--- src/rtl/cpc_pkg.sv ---
package cpc_pkg;
    localparam int NCELL = 3;
    localparam int NSLOT = 2 * NCELL;

    typedef struct packed {
        logic       ov_lat;
        logic       ov_seen;
        logic [1:0] uv_cnt;
    } cell_st_t;
endpackage

--- src/rtl/cpc_timebase.sv ---
module cpc_timebase #(
    parameter int TICK_DIV     = 1000,
    parameter int PERIOD_TICKS = 4000,
    parameter int POS_W        = $clog2(PERIOD_TICKS + 1)
) (
    input  logic             clk,
    input  logic             clr,
    input  logic             run,
    output logic             tick,
    output logic [POS_W-1:0] pos
);
    localparam int CNT_W = $clog2(TICK_DIV + 1);
    localparam logic [CNT_W-1:0] CNT_LAST = CNT_W'(TICK_DIV - 1);
    localparam logic [POS_W-1:0] POS_LAST = POS_W'(PERIOD_TICKS - 1);

    typedef struct packed {
        logic [CNT_W-1:0] cnt;
        logic [POS_W-1:0] pos;
    } tb_st_t;

    tb_st_t st_d, st_q;

    always_comb begin
        st_d = st_q;
        tick = run && (st_q.cnt == CNT_LAST);
        if (clr) begin
            st_d = '0;
        end else if (run) begin
            if (tick) begin
                st_d.cnt = '0;
                st_d.pos = (st_q.pos == POS_LAST) ? '0 : st_q.pos + 1'b1;
            end else begin
                st_d.cnt = st_q.cnt + 1'b1;
            end
        end
    end

    always_ff @(posedge clk) begin
        st_q <= st_d;
    end

    assign pos = st_q.pos;
endmodule

--- src/rtl/cpc_cell_track.sv ---
module cpc_cell_track
    import cpc_pkg::*;
(
    input  logic clk,
    input  logic clr,
    input  logic uv_clr,
    input  logic ov_smp,
    input  logic uv_smp,
    input  logic hit,
    input  logic need_two,
    output logic ov_lat,
    output logic uv_trip
);
    cell_st_t st_d, st_q;

    always_comb begin
        st_d    = st_q;
        uv_trip = 1'b0;
        if (ov_smp) begin
            if (st_q.ov_lat) begin
                // hysteresis sample: a miss releases the latch
                if (!hit) begin
                    st_d.ov_lat  = 1'b0;
                    st_d.ov_seen = 1'b0;
                end
            end else if (hit) begin
                if (!need_two || st_q.ov_seen) begin
                    st_d.ov_lat  = 1'b1;
                    st_d.ov_seen = 1'b0;
                end else begin
                    st_d.ov_seen = 1'b1;
                end
            end else begin
                st_d.ov_seen = 1'b0;
            end
        end
        if (uv_smp) begin
            if (hit) begin
                uv_trip     = (st_q.uv_cnt == 2'd1);
                st_d.uv_cnt = (st_q.uv_cnt == 2'd0) ? 2'd1 : 2'd2;
            end else begin
                st_d.uv_cnt = 2'd0;
            end
        end
        if (uv_clr) st_d.uv_cnt = 2'd0;
        if (clr)    st_d = '0;
    end

    always_ff @(posedge clk) begin
        st_q <= st_d;
    end

    assign ov_lat = st_q.ov_lat;
endmodule

--- src/rtl/cell_poll_ctrl.sv ---
module cell_poll_ctrl
    import cpc_pkg::*;
#(
    parameter int TICK_DIV     = 1000,
    parameter int WIN_TICKS    = 16,
    parameter int PERIOD_TICKS = 4000,
    parameter int UV_DLY_TICKS = 64000
) (
    input  logic       clk,
    input  logic       rst,
    input  logic       test_rst,
    input  logic       cmp_hit,
    input  logic       ov_two_sel,
    input  logic       chg_mode_sel,
    input  logic       charger_present,
    input  logic       chg_inh_n,
    input  logic       dsg_inh_n,
    output logic       sel_valid,
    output logic [1:0] sel_cell,
    output logic       sel_uv,
    output logic       hyst_en,
    output logic       chg_intr,
    output logic       chg_en,
    output logic       dsg_en,
    output logic       uv_fault_n,
    output logic [2:0] bal_en,
    output logic       sleep
);
    localparam int POS_W = $clog2(PERIOD_TICKS + 1);
    localparam int DLY_W = $clog2(UV_DLY_TICKS + 1);
    localparam logic [DLY_W-1:0] DLY_LAST = DLY_W'(UV_DLY_TICKS - 1);

    typedef struct packed {
        logic             uv_flag;
        logic             sleep;
        logic [DLY_W-1:0] dly;
    } top_st_t;

    top_st_t          st_d, st_q;
    logic             hold, wake, tick;
    logic [POS_W-1:0] pos;
    logic [NCELL-1:0] ov_lat, uv_trip;
    logic [3:0]       ov_lat_x;

    assign hold = rst | test_rst;
    assign wake = st_q.sleep & charger_present;

    cpc_timebase #(
        .TICK_DIV    (TICK_DIV),
        .PERIOD_TICKS(PERIOD_TICKS),
        .POS_W       (POS_W)
    ) u_tb (
        .clk (clk),
        .clr (hold | wake),
        .run (!st_q.sleep),
        .tick(tick),
        .pos (pos)
    );

    for (genvar i = 0; i < NCELL; i++) begin : g_cell
        cpc_cell_track u_trk (
            .clk     (clk),
            .clr     (hold),
            .uv_clr  (wake),
            .ov_smp  (tick && (pos == POS_W'(i))),
            .uv_smp  (tick && (pos == POS_W'(i + NCELL))),
            .hit     (cmp_hit),
            .need_two(ov_two_sel),
            .ov_lat  (ov_lat[i]),
            .uv_trip (uv_trip[i])
        );
    end

    always_comb begin
        st_d = st_q;
        if (tick && st_q.uv_flag) begin
            if (st_q.dly == DLY_LAST) st_d.sleep = 1'b1;
            else                      st_d.dly   = st_q.dly + 1'b1;
        end
        if (|uv_trip) st_d.uv_flag = 1'b1;
        if (wake) begin
            st_d.sleep   = 1'b0;
            st_d.uv_flag = 1'b0;
            st_d.dly     = '0;
        end
        if (hold) st_d = '0;
    end

    always_ff @(posedge clk) begin
        st_q <= st_d;
    end

    // slot decode
    always_comb begin
        sel_valid = 1'b0;
        sel_cell  = 2'd0;
        sel_uv    = 1'b0;
        if (!st_q.sleep) begin
            if (pos < POS_W'(NCELL)) begin
                sel_valid = 1'b1;
                sel_cell  = 2'(pos);
            end else if (pos < POS_W'(NSLOT)) begin
                sel_valid = 1'b1;
                sel_uv    = 1'b1;
                sel_cell  = 2'(pos - POS_W'(NCELL));
            end
        end
    end

    assign ov_lat_x   = {1'b0, ov_lat};
    assign hyst_en    = sel_valid && !sel_uv && ov_lat_x[sel_cell];
    assign chg_intr   = chg_mode_sel && !st_q.sleep && (pos < POS_W'(WIN_TICKS));
    assign chg_en     = test_rst | (~(|ov_lat) & (chg_inh_n | st_q.sleep));
    assign dsg_en     = test_rst | (~st_q.sleep & dsg_inh_n);
    assign uv_fault_n = ~st_q.uv_flag;
    assign bal_en     = (st_q.sleep || (&ov_lat)) ? '0 : ov_lat;
    assign sleep      = st_q.sleep;
endmodule

--- config.mk ---
export PLATFORM = sky130hd
export DESIGN_NAME = cell_poll_ctrl
export DESIGN_NICKNAME = d
export VERILOG_FILES = /design/src/rtl/cpc_pkg.sv /design/src/rtl/cpc_timebase.sv /design/src/rtl/cpc_cell_track.sv /design/src/rtl/cell_poll_ctrl.sv
export SDC_FILE = /design/constraint.sdc
export NUM_CORES = 1
export LEC_CHECK = 0
export ABC_AREA = 1
export CAP_MARGIN = 20
export CORE_MARGIN = 2
export CORE_UTILIZATION = 60
export CTS_CLUSTER_SIZE = 12
export DETAILED_ROUTE_END_ITERATION = 10
export PLACE_DENSITY = 0.87
export SYNTH_ARGS = -nofsm -noshare
export SYNTH_HDL_FRONTEND = slang
export SYNTH_SLANG_ARGS = --single-unit
--- constraint.sdc ---
create_clock -name clk -period 2.8 [get_ports clk]
set_input_delay 0.42 -clock clk [delete_from_list [all_inputs] [get_ports clk]]
set_output_delay 0.42 -clock clk [all_outputs]
set_load 0.02 [all_outputs]
# ---- After elaboration in Yosys (flattened, before gate mapping)
# Index checks and enable logic that the tools add are counted.
dict set report word_totals {
  regBits 52
  inputBits 9
  out_inout_bits 13
  elab_cells 122
}
dict set report op_classes {
  n_addsub 4
  n_lt_le_gt_ge 4
  n_eq_ne 14
  n_mux 41
  n_bitwise 12
  reduce_logical 33
}
# operator count
set op_table {}
lappend op_table {{2-to-1 mux 2 bit} 13}
lappend op_table {{== test 12 x 2 -> 1 bit, second input constant} 2}
lappend op_table {{== test 12 x 3 -> 1 bit, second input constant} 2}
lappend op_table {{2-to-1 mux 1 bit} 24}
lappend op_table {{adder 16 x 1 -> 16 bit, second input constant} 1}
lappend op_table {{== test 16 bit, second input constant} 1}
lappend op_table {{adder 12 x 1 -> 12 bit, second input constant} 1}
lappend op_table {{== test 12 x 1 -> 1 bit, second input constant} 1}
lappend op_table {{== test 12 bit, second input constant} 1}
lappend op_table {{logical AND 1 bit} 12}
lappend op_table {{logical NOT 12 bit} 1}
lappend op_table {{less-than comparator 12 x 2 -> 1 bit, second input constant} 1}
lappend op_table {{less-than comparator 12 x 3 -> 1 bit, second input constant} 1}
lappend op_table {{less-than comparator 12 x 5 -> 1 bit, second input constant} 1}
lappend op_table {{2-to-1 mux 12 bit} 1}
lappend op_table {{AND reduction 2 bit} 6}
lappend op_table {{adder 10 x 1 -> 10 bit, second input constant} 1}
lappend op_table {{== test 10 bit, second input constant} 1}
lappend op_table {{2-to-1 mux 10 bit} 1}
lappend op_table {{== test 2 x 1 -> 1 bit, second input constant} 3}
lappend op_table {{logical NOT 2 bit} 3}
lappend op_table {{inequality test 2 bit, second input constant} 3}
lappend op_table {{OR reduction 3 bit} 2}
lappend op_table {{OR 1 bit} 5}
lappend op_table {{10 further kinds} 20}

# ---- Depth between registers and ports, before layout
# Gate-level depths: netlist of run 1.
dict set report logic_depth {
  depth_word 7
  ltp_mapped 11
}

# ---- Cells and area by module
# A second synthesis of run 1 with hierarchy kept.
dict set report unflattened {
  cells_unflattened 486
  area_unflattened_um2 3210.6
}
# mod instances cells_each area_per_inst_um2 seq_area_each_um2
set by_module_without_submodules {}
lappend by_module_without_submodules {cell_poll_ctrl 1 218 1392.6 360.3}
lappend by_module_without_submodules {cpc_timebase 1 178 1236.2 440.4}
lappend by_module_without_submodules {cpc_cell_track 3 30 193.9 80.1}

# ---- Worst setup path after synthesis of run 1
# OpenSTA, ideal clock, no wires.
dict set report synth_path {
  path_type {reg-to-output}
  from {register u_tb.st_q (netlist bit u_tb.pos[5])}
  to {output port hyst_en}
  t_arrival_ns 1.747
  setup_slack_ns 0.633
  stages_incl_launch_ff 11
  path_cell_list {dfxtp_1 -> buf_2 -> nor2_1 -> nand2_1 -> nor2_4 -> inv_1 -> nor4_2 -> nand2_1 -> inv_1 -> nand2_1 -> nor2_1}
}
# element line_no
set synth_rtl {}
lappend synth_rtl {{start, declared} cpc_timebase.sv:21} ;# tb_st_t st_d, st_q;
lappend synth_rtl {{start signal, assigned} cpc_timebase.sv:39} ;# st_q <= st_d;
lappend synth_rtl {{less-than comparator 12 x 3 -> 1 bit} cell_poll_ctrl.sv:102} ;# end else if (pos < POS_W'(NSLOT)) begin
lappend synth_rtl {{2-to-1 mux 1 bit} cell_poll_ctrl.sv:102}
lappend synth_rtl {{2-to-1 mux 1 bit *} cell_poll_ctrl.sv:99} ;# if (pos < POS_W'(NCELL)) begin
lappend synth_rtl {{2-to-1 mux 1 bit *} cell_poll_ctrl.sv:98} ;# if (!st_q.sleep) begin
lappend synth_rtl {{named net sel_valid} cell_poll_ctrl.sv:18} ;# output logic sel_valid,
lappend synth_rtl {{logical AND 1 bit * (2 in a row)} cell_poll_ctrl.sv:111} ;# assign hyst_en = sel_valid && !sel_uv && ov_lat_x[sel_cell];
lappend synth_rtl {{end, declared} cell_poll_ctrl.sv:21} ;# output logic hyst_en,
# Mark *: on every way through the listed nets, which the timed path passes. The rest lies on a longest branch. The select of a mux whose other input is x is not followed.

# ---- Worst setup path after layout of run 1
dict set report layout_path {
  from {register u_tb.st_q (netlist bit u_tb.pos[0])}
  to {output port sel_cell[1]}
}
dict set report layout_between {
  elab_chain_len 4
}
# element line_no
set layout_rtl {}
lappend layout_rtl {{less-than comparator 12 x 3 -> 1 bit / subtractor 2 bit (equally long branches)} {cell_poll_ctrl.sv:102, cell_poll_ctrl.sv:105}}
lappend layout_rtl {{2-to-1 mux 2 bit} cell_poll_ctrl.sv:102}
lappend layout_rtl {{2-to-1 mux 2 bit *} cell_poll_ctrl.sv:99}
lappend layout_rtl {{2-to-1 mux 2 bit *} cell_poll_ctrl.sv:98}
lappend layout_rtl {{end, declared} cell_poll_ctrl.sv:19} ;# output logic [1:0] sel_cell,
# Every way passes the cells marked *; elsewhere a longest branch is shown, timed or not.

==> flow_summary.yaml, run 1 <==
cts:
  h-tree-depth: 2
  clk_pin_slew_worst_paths_ps: 100
  clock_latency_ps: 310
  cts_resized: 1
  cts_tree: "built"
  cts_buffers: 5
  clk_path_buf_depth: 2
  root_buffer: "clkbuf_8"
  clock_sinks: 52
  postCtsSetupRepairBufs: 0
  hold_buffers: 0
timing:
  slew_headroom: 0.730
  setup_viol: 0
  skew_ps: 11.4
  hold_viol: 0
  fin_crit_ps: 2630
  tightestPinTransition_ps: 402
  finalSetupTns_ps: 0
  rsz0062_at_grt: "no"
  post-route-worst-setup-slack_ps: 173
  fmax_mhz: 381
  final_max_slew_viol_count: 0
  post-route-period-util: 0.938
grt:
  use_met3: 0.0489
  grt_max_degree: 30
  use_met1: 0.335
  grt-ovfl-total: 0
  grt_pass1_vias: 2673
  grt_first_pass_wirelength_um: 11500
  grt.busiest_layer: "met2"
  grt_use_total: 0.257
  antenna_found_initial: 0
  use_met2: 0.436
flow_run:
  maxCapViolCount: 0
floorplan:
  rows: 26
  fp.dieArea_um2: 5750
  io_pins: 22
  die_h_um: 75.9
  die_w_um: 75.9
  core_area_um2: 5040
  start_util: 0.614
cells_and_area:
  area.sequential_um2: 1040
  diodes: 0
  nFillCells: 454
  area.growth.synth_to_final_pct: 12.4
  nNetsFinal: 519
  final_cells: 575
  multi_input_area_um2: 1780
  drive_above_1_share: 0.0653
  fin_area_um2: 3480
status:
  status: "finished clean"
yosys:
  yosys_warnings: 0
  syn-num-nets: 496
  syn_avg_cell_area_um2: 6.44
  ys_types: 36
  ys_seq_elements: 52
  syn-cell-area_um2: 3100
  netlist_instances: 481
  ys_seq_area_frac: 0.336
place:
  portBuffers: 21
  dpl_worst_slack_ps: 366
  gp_congestion: 0.938
  postPlaceCellArea_um2: 3370
  hpwlAfterDp_um: 5160
  dp_cells: 567
worst_hold_path:
  holdCritPathClass: "reg2reg"
  min_path_cells: 2
critical_path:
  critical_path_peak_fanout: 7
  worst-setup-path-type: "reg2out"
  cp-end-kind: "primary output"
  arrival_ps: 2210
  startpoint_type: "flop"
  worstPathRequired_ps: 2380
  r2r_cells: 9
route:
  drtPass1Iterations: 5
  drt-initial-drc-count: 337
  routed_wl_um: 7060
  vias_per_cell: 5.48
  vias: 3153
  drc_errors: 0
  postRouteAntennaNets: 0
  drt-wirelength-per-cell_um: 12.3
pwr:
  powerDensity_nw_per_um2: 375
  peakVddDrop_uv: 419
  power.leakage_nw: 1.27
## per-layer routing
metal / wire length [µm] / up-vias
li1: - / 1603
met1: 3220 / 1434
met2: 3300 / 101
met3: 423 / 15
met4: 119 / 0
met5: 0 / -
## stage by stage
stage	util	hold WS (ps)	power (mW)
floorplan	-	439	0.785
global placement	0.669	457	0.809
detailed placement	0.669	462	0.810
CTS	0.690	486	1.32
global route	0.690	516	1.34
finish	0.690	485	1.30
## Yosys cell counts
cell / instances / share of area
nand2_4: 1 / 0.0036
a21oi_1: 34 / 0.055
inv_2: 5 / 0.0061
xor2_1: 9 / 0.025
ha_1: 6 / 0.024
nand3_2: 1 / 0.0032
inv_1: 54 / 0.065
o2111ai_1: 1 / 0.0028
nand2_2: 2 / 0.0040
o32ai_1: 1 / 0.0028
buf_4: 3 / 0.0073
buf_2: 5 / 0.0081
nand4_2: 1 / 0.0040
o221ai_1: 1 / 0.0028
nand4_1: 12 / 0.024
inv_4: 1 / 0.0020
o21ai_1: 6 / 0.0097
nor4_1: 1 / 0.0020
nand3b_1: 2 / 0.0048
nand3_1: 30 / 0.048
nor2_1: 67 / 0.081
or2_2: 1 / 0.0020
nor2_2: 2 / 0.0040
o21ai_0: 10 / 0.016
nor3b_1: 5 / 0.012
o21bai_1: 1 / 0.0024
o31ai_1: 2 / 0.0048
nor2_4: 3 / 0.011
a211oi_1: 1 / 0.0024
nor3_2: 4 / 0.013
nor3_1: 27 / 0.044
nand2_1: 125 / 0.15
xnor2_1: 3 / 0.0085
dfxtp_1: 52 / 0.34
nor4_2: 1 / 0.0040
clkinv_1: 1 / 0.0012
## path summary, 6_finish.rpt
| path | from | to | slack, ps |
|---|---|---|---|
| setup / recovery | u_tb.pos[0] | sel_cell[1] | 170 |
| hold / removal | st_q[17] | st_q[17] | 490 |
| setup reg to reg | u_tb.pos[0] | u_tb.pos[10] | 750 |
| hold reg to reg | st_q[17] | st_q[17] | 490 |
## report_power, final
| group | total (mW) | internal, mW | switching [mW] | leakage [nW] |
|---|---|---|---|---|
| clock | 0.512 | 0.266 | 0.246 | 0.0552 |
| sequential | 0.742 | 0.740 | 0.00147 | 0.419 |
| combinational | 0.0509 | 0.0209 | 0.0300 | 0.795 |
## kinds of logic after synthesis
family          share of synthesized area
simple gates                        0.417
buf+inv                            0.0901
compound gates                     0.0990
flops                               0.336
xor+xnor                           0.0339
fa+ha+maj                          0.0242
## placed cells by master, fill, tap and decap left out, drive strengths merged, types with 5 or more instances in the layout
cell	netlist	routed
nor2	72	72
nand4	13	13
inv	60	60
a21oi	34	34
clkbuf	0	6
ha	6	6
clkdlybuf4s50	0	20
xor2	9	9
o21ai	16	16
nand3	31	31
dfxtp	52	52
nand2	128	128
nor3b	5	5
nor3	31	31
## critical path, stage by stage, from the launching register on
cell	delay (ps)
dfxtp_1	480
ha_1	210
inv_1	60
nand2_1	100
nand4_1	140
inv_1	100
nand2_1	70
o31ai_1	80
clkdlybuf4s50_1	660
## registers in the layout, summed over array words and instances, names as in the netlist
register	flops
st_q	17
u_tb.pos	12
u_tb.st_q	10
g_cell.u_trk.st_q	9
g_cell.u_trk.ov_lat	3
sleep	1
## cell type report
| cell class | instances | share of cell area |
|---|---|---|
| clock buffer | 6 | 0.0208 |
| clock inverter | 2 | 0.0101 |
| inverter | 61 | 0.0665 |
| tap | 70 | 0.0252 |
| sequential | 52 | 0.299 |
| timing repair buffer | 24 | 0.0665 |
| multi-input combinational | 360 | 0.512 |
(Power assumes the default switching activity.)
==> run 2, diff against run 1 <==
--- a/config.mk
+++ b/config.mk
@@ -8,10 +8,11 @@
 export ABC_AREA = 1
 export CAP_MARGIN = 20
 export CORE_MARGIN = 2
-export CORE_UTILIZATION = 60
+export CORE_UTILIZATION = 53
+export CTS_CLUSTER_DIAMETER = 100
 export CTS_CLUSTER_SIZE = 12
 export DETAILED_ROUTE_END_ITERATION = 10
-export PLACE_DENSITY = 0.87
+export PLACE_DENSITY = 0.82
 export SYNTH_ARGS = -nofsm -noshare
 export SYNTH_HDL_FRONTEND = slang
 export SYNTH_SLANG_ARGS = --single-unit
==> constraint.sdc (replaced) <==
create_clock -name clk -period 2.14 [get_ports clk]
set_input_delay 0.321 -clock clk [delete_from_list [all_inputs] [get_ports clk]]
set_output_delay 0.321 -clock clk [all_outputs]
set_load 0.02 [all_outputs]
==> run 2 against run 1 <==
Compared with the run above:
- core utilization down 1.7 points
- clock power grew 16%
- clock-buffer cell count grew 1
- first-iteration DRC count decreased by 24%
- flip-flop and latch count unchanged
- via count grew 4.8%
- total power increased by 25%
- critical endpoint is now hyst_en
- largest power group unchanged
==> flow_summary.yaml, run 2 (synthesis gave the netlist of run 1 again) <==
place:
  postPlaceCellArea_um2: 3590
  hpwlAfterDp_um: 5520
  portBuffers: 21
  gp_congestion: 0.937
  dp_cells: 598
floorplan:
  die_h_um: 80.5
  die_w_um: 80.5
  io_pins: 22
  core_area_um2: 5570
  rows: 27
  start_util: 0.556
  fp.dieArea_um2: 6470
cells_and_area:
  largest_register_ffs: 17
  drive_above_1_share: 0.170
  diodes: 0
  regMostFlops: "st_q"
  layout_common_cells: "nand2_1 (118), nor2_1 (61), inv_1 (51)"
  nNetsFinal: 550
  fin_area_um2: 3750
  final_cells: 608
  nFillCells: 460
  layout_commonest_cell: "nand2_1"
  final_core_util: 0.673
  area.growth.synth_to_final_pct: 21.2
route:
  drt-initial-drc-count: 255
  vias: 3303
  drt-wirelength-per-cell_um: 12.5
  vias_per_cell: 5.43
  drc_errors: 0
  drtPass1Iterations: 5
  postRouteAntennaNets: 0
  routed_wl_um: 7620
cts:
  clk_pin_slew_worst_paths_ps: 100
  clk_path_buf_depth: 2
  cts_tree: "built"
  hold_buffers: 0
  root_buffer: "clkbuf_8"
  clock_latency_ps: 310
  cts_buffers: 5
  h-tree-depth: 2
  clock_sinks: 52
grt:
  antenna_found_initial: 0
  grt_max_degree: 18
  grt-ovfl-total: 0
  grt_use_total: 0.241
  grt_pass1_vias: 2994
  grt_first_pass_wirelength_um: 12500
timing:
  finalSetupTns_ps: 0
  rsz0062_at_grt: "yes"
  slew_headroom: 0.689
  final_max_slew_viol_count: 0
  tightestPinTransition_ps: 462
  fmax_mhz: 480
  post-route-period-util: 0.974
  hold_viol: 0
  skew_ps: 8.22
  setup_viol: 0
  fin_crit_ps: 2080
critical_path:
  crit_start: "u_tb.pos[0]"
  timing.rr.start: "st_q[0]"
  worst-setup-path-type: "reg2out"
  cp-end-kind: "primary output"
  reg2reg_slack_ps: 290
  critical_path_peak_fanout: 3
  crit_chain: "ha_1 -> inv_2 -> nand2_2 -> inv_1 -> nand2_2 -> nor3_2 -> inv_1 -> nand2_1 -> nand2_1 -> nand2_1 -> nor2_1 -> buf_4"
  crit_slowest_cell: "dfxtp_1"
  worstPathRequired_ps: 1820
  startpoint_type: "flop"
  arrival_ps: 1760
  path_common_cell: "nand2_1"
  max_stage_delay_ps: 330
status:
  status: "finished clean"
pwr:
  power.leakage_nw: 1.44
  peakVddDrop_uv: 290
  powerDensity_nw_per_um2: 435
worst_hold_path:
  holdCritPathClass: "reg2reg"
  hold_start: "st_q[13]"
flow_run:
  maxCapViolCount: 0
==> run 2: final timing paths <==
check	cells after the start	to
worst max-delay path	12	hyst_en
worst min-delay path	2	st_q[13]
worst min register to register	2	st_q[13]
worst max register to register	8	st_q[11]
==> run 2: area by class of cell <==
| type | instances | area (µm²) | share of cell area |
|---|---|---|---|
| clock buffer | 7 | 86.3 | 0.0230 |
| clock inverter | 1 | 7.51 | 0.00200 |
| inverter | 61 | 231 | 0.0617 |
| multi-input combinational | 360 | 1850 | 0.493 |
| sequential | 52 | 1050 | 0.279 |
| tap | 72 | 90.1 | 0.0240 |
| timing repair buffer | 55 | 442 | 0.118 |
==> run 2: through the flow <==
step	hold WS (ps)	setup WS, ps	power (mW)
after floorplan	439	71.6	1.03
after global placement	458	-31.8	1.06
after detailed placement	480	-78.5	1.06
after CTS	494	-83.4	1.64
after global routing	514	-92.5	1.69
final	488	56.3	1.63
==> run 2: layer usage <==
layer | vias up | part of all wire | routed length [µm] | global-route usage
met5 | - | 0 | 0 | 0
met4 | 0 | 0.017 | 130 | 0.0864
met3 | 16 | 0.042 | 317 | 0.0348
met2 | 80 | 0.50 | 3780 | 0.432
met1 | 1534 | 0.44 | 3390 | 0.292
li1 | 1673 | - | - | -
==> run 2: report_power, final <==
| group | leakage (nW) | switching (mW) | internal, mW |
|---|---|---|---|
| combinational | 0.973 | 0.0405 | 0.0304 |
| sequential | 0.421 | 0.00198 | 0.969 |
| clock | 0.0445 | 0.329 | 0.264 |
| total | 1.44 | 0.372 | 1.26 |
==> run 2: what timing repair did <==
| item | in CTS | in global routing |
|---|---|---|
| endpoints found under the setup margin | 9 | 6 |
| pin swaps | 1 | 8 |
| buffers inserted | 1 | 1 |
| gates resized for setup | 16 | 32 |
==> run 2: critical path, delay by kind of cell, from the launching register on <==
kind | cells | cell delay (ps)
buffers and inverters | 4 | 360
adder cells (fa/ha/maj) | 1 | 230
flip-flops | 1 | 330
AND/OR/NAND/NOR | 7 | 540
